### config.mk
export PLATFORM = sky130hd
export DESIGN_NAME = gbe_role_resolver
export DESIGN_NICKNAME = d
export VERILOG_FILES = /design/src/rtl/role_pkg.sv /design/src/rtl/role_cfg_regs.sv /design/src/rtl/role_decide.sv /design/src/rtl/gbe_role_resolver.sv
export SDC_FILE = /design/constraint.sdc
export NUM_CORES = 1
export LEC_CHECK = 0
export ABC_CLOCK_PERIOD_IN_PS = 2200
export BUFFER_PORTS_ARGS = -buffer_cell sky130_fd_sc_hd__buf_2
export CORE_MARGIN = 3
export CORE_UTILIZATION = 40
export DETAILED_ROUTE_END_ITERATION = 8
export MAX_ROUTING_LAYER = met4
export PLACE_DENSITY = 0.65
export SLEW_MARGIN = 20
export SYNTH_ARGS = -nofsm -noshare
export SYNTH_HDL_FRONTEND = slang
export SYNTH_HIERARCHICAL = 1
export SYNTH_SLANG_ARGS = --single-unit
### constraint.sdc
create_clock -name clk -period 2.2 [get_ports clk]
set_input_delay 0.33 -clock clk [delete_from_list [all_inputs] [get_ports clk]]
set_output_delay 0.33 -clock clk [all_outputs]
set_load 0.03 [all_outputs]
### src/rtl/role_pkg.sv
package role_pkg;
    // Control word layout: bit0 manual enable, bit1 manual value,
    // bit2 port preference, bit3 full-duplex advertise
    typedef struct packed {
        logic fdx;
        logic pref;
        logic val;
        logic en;
    } gcfg_t;

    localparam int CFG_W = $bits(gcfg_t);
    localparam gcfg_t CFG_RESET = '{fdx: 1'b1, pref: 1'b0, val: 1'b0, en: 1'b0};

    typedef enum logic [1:0] {
        DEC_WAIT   = 2'd0,
        DEC_MASTER = 2'd1,
        DEC_SLAVE  = 2'd2,
        DEC_FAULT  = 2'd3
    } dec_t;

    typedef enum logic [1:0] {
        ST_IDLE    = 2'd0,
        ST_RESOLVE = 2'd1,
        ST_DONE    = 2'd2
    } state_t;
endpackage

### src/rtl/role_cfg_regs.sv
module role_cfg_regs
    import role_pkg::*;
(
    input  logic                 clk,
    input  logic                 rst_n,
    input  logic                 wr,
    input  logic [CFG_W-1:0]     wdata,
    input  logic                 latch,
    output gcfg_t                active
);
    typedef struct packed {
        gcfg_t hold;
        gcfg_t act;
    } regs_t;

    regs_t r_d, r_q;

    always_comb begin
        r_d = r_q;
        if (wr) begin
            r_d.hold = gcfg_t'(wdata);
        end
        if (latch) begin
            r_d.act = wr ? gcfg_t'(wdata) : r_q.hold;
        end
    end

    always_ff @(posedge clk) begin
        if (!rst_n) begin
            r_q.hold <= CFG_RESET;
            r_q.act  <= CFG_RESET;
        end else begin
            r_q <= r_d;
        end
    end

    assign active = r_q.act;


    act_hold_chk: assert property (@(posedge clk) disable iff (!rst_n)
        !latch |=> $stable(active));


    fwd_write_chk: assert property (@(posedge clk) disable iff (!rst_n)
        (latch && wr) |=> (active == gcfg_t'($past(wdata))));
endmodule

### src/rtl/role_decide.sv
module role_decide
    import role_pkg::*;
(
    input  gcfg_t  loc,
    input  logic   lp_en,
    input  logic   lp_val,
    input  logic   lp_pref,
    input  logic   seed_vld,
    input  logic   seed_gt,
    input  logic   seed_eq,
    output dec_t   dec
);
    always_comb begin
        if (loc.en && lp_en) begin
            if (loc.val == lp_val) dec = DEC_FAULT;
            else                   dec = loc.val ? DEC_MASTER : DEC_SLAVE;
        end else if (loc.en) begin
            dec = loc.val ? DEC_MASTER : DEC_SLAVE;
        end else if (lp_en) begin
            dec = lp_val ? DEC_SLAVE : DEC_MASTER;
        end else if (loc.pref != lp_pref) begin
            dec = loc.pref ? DEC_MASTER : DEC_SLAVE;
        end else if (!seed_vld || seed_eq) begin
            dec = DEC_WAIT;
        end else begin
            dec = seed_gt ? DEC_MASTER : DEC_SLAVE;
        end
    end
endmodule

### src/rtl/gbe_role_resolver.sv
module gbe_role_resolver
    import role_pkg::*;
(
    input  logic                 clk,
    input  logic                 rst_n,
    input  logic                 cfg_wr,
    input  logic [CFG_W-1:0]     cfg_wdata,
    input  logic                 abd_enter,
    input  logic                 lp_man_en,
    input  logic                 lp_man_val,
    input  logic                 lp_pref,
    input  logic                 speed_gig,
    input  logic                 seed_vld,
    input  logic                 seed_gt,
    input  logic                 seed_eq,
    output logic                 role_master,
    output logic                 role_valid,
    output logic                 cfg_fault,
    output logic                 adv_1000fdx
);
    gcfg_t act;
    dec_t  dec;

    typedef struct packed {
        state_t st;
        logic   master;
        logic   valid;
        logic   fault;
    } fsm_t;

    fsm_t f_d, f_q;

    role_cfg_regs u_regs (
        .clk    (clk),
        .rst_n  (rst_n),
        .wr     (cfg_wr),
        .wdata  (cfg_wdata),
        .latch  (abd_enter),
        .active (act)
    );

    role_decide u_dec (
        .loc      (act),
        .lp_en    (lp_man_en),
        .lp_val   (lp_man_val),
        .lp_pref  (lp_pref),
        .seed_vld (seed_vld),
        .seed_gt  (seed_gt),
        .seed_eq  (seed_eq),
        .dec      (dec)
    );

    always_comb begin
        f_d = f_q;
        if (abd_enter) begin
            f_d.st    = ST_RESOLVE;
            f_d.valid = 1'b0;
            f_d.fault = 1'b0;
        end else begin
            unique case (f_q.st)
                ST_RESOLVE: begin
                    if (speed_gig) begin
                        unique case (dec)
                            DEC_MASTER: begin
                                f_d.master = 1'b1;
                                f_d.valid  = 1'b1;
                                f_d.st     = ST_DONE;
                            end
                            DEC_SLAVE: begin
                                f_d.master = 1'b0;
                                f_d.valid  = 1'b1;
                                f_d.st     = ST_DONE;
                            end
                            DEC_FAULT: begin
                                f_d.fault = 1'b1;
                                f_d.st    = ST_DONE;
                            end
                            default: ;
                        endcase
                    end
                end
                ST_DONE: begin
                    if (!speed_gig && !f_q.fault) begin
                        f_d.valid = 1'b0;
                        f_d.st    = ST_RESOLVE;
                    end
                end
                default: ;
            endcase
        end
    end

    always_ff @(posedge clk) begin
        if (!rst_n) begin
            f_q.st     <= ST_IDLE;
            f_q.master <= 1'b0;
            f_q.valid  <= 1'b0;
            f_q.fault  <= 1'b0;
        end else begin
            f_q <= f_d;
        end
    end

    assign role_master = f_q.master;
    assign role_valid  = f_q.valid;
    assign cfg_fault   = f_q.fault;
    assign adv_1000fdx = act.fdx;


    fault_excl_chk: assert property (@(posedge clk) disable iff (!rst_n)
        !(cfg_fault && role_valid));


    entry_clear_chk: assert property (@(posedge clk) disable iff (!rst_n)
        abd_enter |=> (!role_valid && !cfg_fault));


    speed_drop_chk: assert property (@(posedge clk) disable iff (!rst_n)
        (role_valid && !speed_gig) |=> !role_valid);


    manual_role_chk: assert property (@(posedge clk) disable iff (!rst_n)
        (f_q.st == ST_RESOLVE && speed_gig && !abd_enter && act.en
         && !(lp_man_en && lp_man_val == act.val))
        |=> (role_valid && role_master == $past(act.val)));


    seed_tie_chk: assert property (@(posedge clk) disable iff (!rst_n)
        (!role_valid && !abd_enter && !act.en && !lp_man_en
         && act.pref == lp_pref && seed_eq) |=> !role_valid);
endmodule

==> metrics.yaml <==
max_cap_violations: 0
num_rows: 15
fin_tns_setup_ns: 0
port_buffers: 18
grt_usage_pct: 12.8
fin_crit_sh_pct: 85.4
synth_nets: 103
clockBufferDepth: 2
ant_nets: 0
ys_types: 28
gr-total-overflow: 0
p_leak_nw: 0.400
synth_warnings: 6
cts-root-buf: "clkbuf_4"
fin_nets: 121
p_seq_share_pct: 50.0
viasPerCell: 4.98
max-slew-margin-rel_pct: 75.7
hold_viol: 0
coreArea_um2: 1760
ys.flop_type: "dfxtp_1"
area_delta_synth_final_pct: 14.8
path_class: "flip-flop to flip-flop"
instances_no_fill: 123
slew_viol_final: 0
clk_pin_slew_ns: 0.08
hold_buffers: 0
grt_max_degree: 13
power.share.clock_pct: 30.0
htreeDepth: 1
async_flop_share_pct: 0
powerDensity_nw_per_um2: 579
start_kind: "flip-flop"
fin_skew_ns: 0.000673
combPwrFrac_pct: 20.0
setup_viol: 0
clock.fmax_mhz: 532
synthCells: 81
dieHeight_um: 49.8
rsz0062_at_grt: "false"
drt-initial-drc-count: 7
yosysSeqAreaShare_pct: 33.9
hold_class: "input port to flip-flop"
dr_total_vias: 613
pin_count: 19
grt_pass1_vias: 537
fp.dieW_um: 49.8
intPower_mw: 0.364
critPathMaxFanout: 3
postCtsSetupBuffers: 0
dpl.hpwl_mm: 1.08
dp_cells: 119
mostFrequentLayoutCells: "18 x buf_2, 13 x dfxtp_1, 8 x inv_1"
first_pass_iters: 4
worst_slew_pin_slew_ns: 0.360
ir_drop_v: 0.000451
dieArea_um2: 2480
routabilityCongestion: 0.751
multi_input_area_um2: 443
seqCellArea_um2: 260
wire_per_inst_um: 11.4
drive_above_1_share_pct: 27.6
synth_edf_count: 0
syn_area_um2: 768
drc: 0
swShare_pct: 28.7
cts_sinks: 13
antenna_found_initial: 0
n_antenna_cell: 0
start_util_pct: 43.5
layout_commonest_cell: "buf_2"
cp.arrival_ns: 2.05
grt_pass1_wl_mm: 2.33
status: "finished, final reports clean"
synth-seq-cells: 13
power_switching_mw: 0.147
cts_buffers: 3
cp-end-kind: "flip-flop"
fin_crit_ns: 1.88
clkLatencyLatePin_ns: 0.28
fillCellCount: 208
avgSynthCellArea_um2: 9.48
wl_mm: 1.40
cp_data_required_time_ns: 2.37
cts_resized: 0
cts_tree: "built"
## worst max-delay path, stage by stage (launching register included)
cell	delay [ns]
dfxtp_1	0.33
inv_1	0.06
maj3_2	0.29
o31ai_2	0.27
inv_1	0.11
ha_1	0.25
nor3b_4	0.23
o41ai_2	0.09
nor3b_1	0.13
## path summary, 6_finish.rpt
check | depth (start not counted) | end | startpoint | slack, ns
max | 8 | role_valid$_SDFFE_PP0P_ | u_regs/active[2]$_SDFFE_PN0P_ | 0.32
min | 3 | u_regs/r_q[7]$_SDFF_PN1_ | cfg_wdata[3] | 0.29
max reg2reg | 8 | role_valid$_SDFFE_PP0P_ | u_regs/active[2]$_SDFFE_PN0P_ | 0.32
min reg2reg | 2 | u_regs/r_q[7]$_SDFF_PN1_ | u_regs/r_q[7]$_SDFF_PN1_ | 0.49
## layer usage
| metal | global-route usage (%) | wire length, um |
|---|---|---|
| met5 | - | 0 |
| met4 | 6.91 | 30 |
| met3 | 4.53 | 86 |
| met2 | 18.7 | 660 |
| met1 | 15.2 | 624 |
## flip-flops by register name, indices dropped and copies added, names as in the netlist
register	cells
u_regs/active	4
u_regs/r_q	4
f_q	2
cfg_fault	1
role_master	1
role_valid	1
## area by class of cell
type,count,share of cell area (%)
multi-input cells,55,50.2
repair buffers,18,10.2
flip-flops and latches,13,29.5
inverters,8,3.40
well taps,25,3.55
clock inverters,1,0.567
clock buffers,3,2.55
## logic make-up after synthesis
family	count (synthesis)	synth area share [%]
adders and majority gates	8	12.9
muxes	4	5.21
DFF	13	33.9
and+or+nand+nor	19	18.4
buffers and inverters	13	8.47
AOI/OAI and AO/OA	24	21.2
## per-stage QoR
stage / hold WS, ns / power (mW) / area [um2] / setup slack, ns / util [%]
6_report: 0.288 / 0.511 / 882 / 0.320 / 50.0
4_1_cts: 0.280 / 0.518 / 882 / 0.294 / 50.0
3_5_place_dp: 0.473 / 0.364 / 855 / 0.0661 / 48.4
3_3_place_gp: 0.458 / 0.362 / 855 / 0.125 / 48.4
2_1_floorplan: 0.392 / 0.337 / 768 / 0.306 / -
5_1_grt: 0.290 / 0.546 / 882 / 0.160 / 50.0
## cells in the mapped netlist, drive strengths merged, types with 2 or more instances
master,number,share of area [%]
o21ai,6,3.9
nor3b,4,5.4
nand2,2,0.98
a21oi,7,4.6
a31oi,2,1.6
buf,4,3.9
o21a,2,2.0
mux2i,4,5.2
ha,7,11
dfxtp,13,34
nor2b,4,3.3
a22oi,2,2.0
inv,8,3.9
nor4b,2,2.3
nor2,2,0.98
## power by group through the flow
stage                     clock network (mW)  logic (mW)  registers, mW
after floorplan                            0      0.0759          0.261
after global placement                     0       0.102          0.261
after detailed placement                   0       0.103          0.261
after CTS                              0.159       0.104          0.256
after global routing                   0.174       0.115          0.257
final                                  0.153       0.102          0.255
Note: power is estimated with default switching activity, not from simulation.
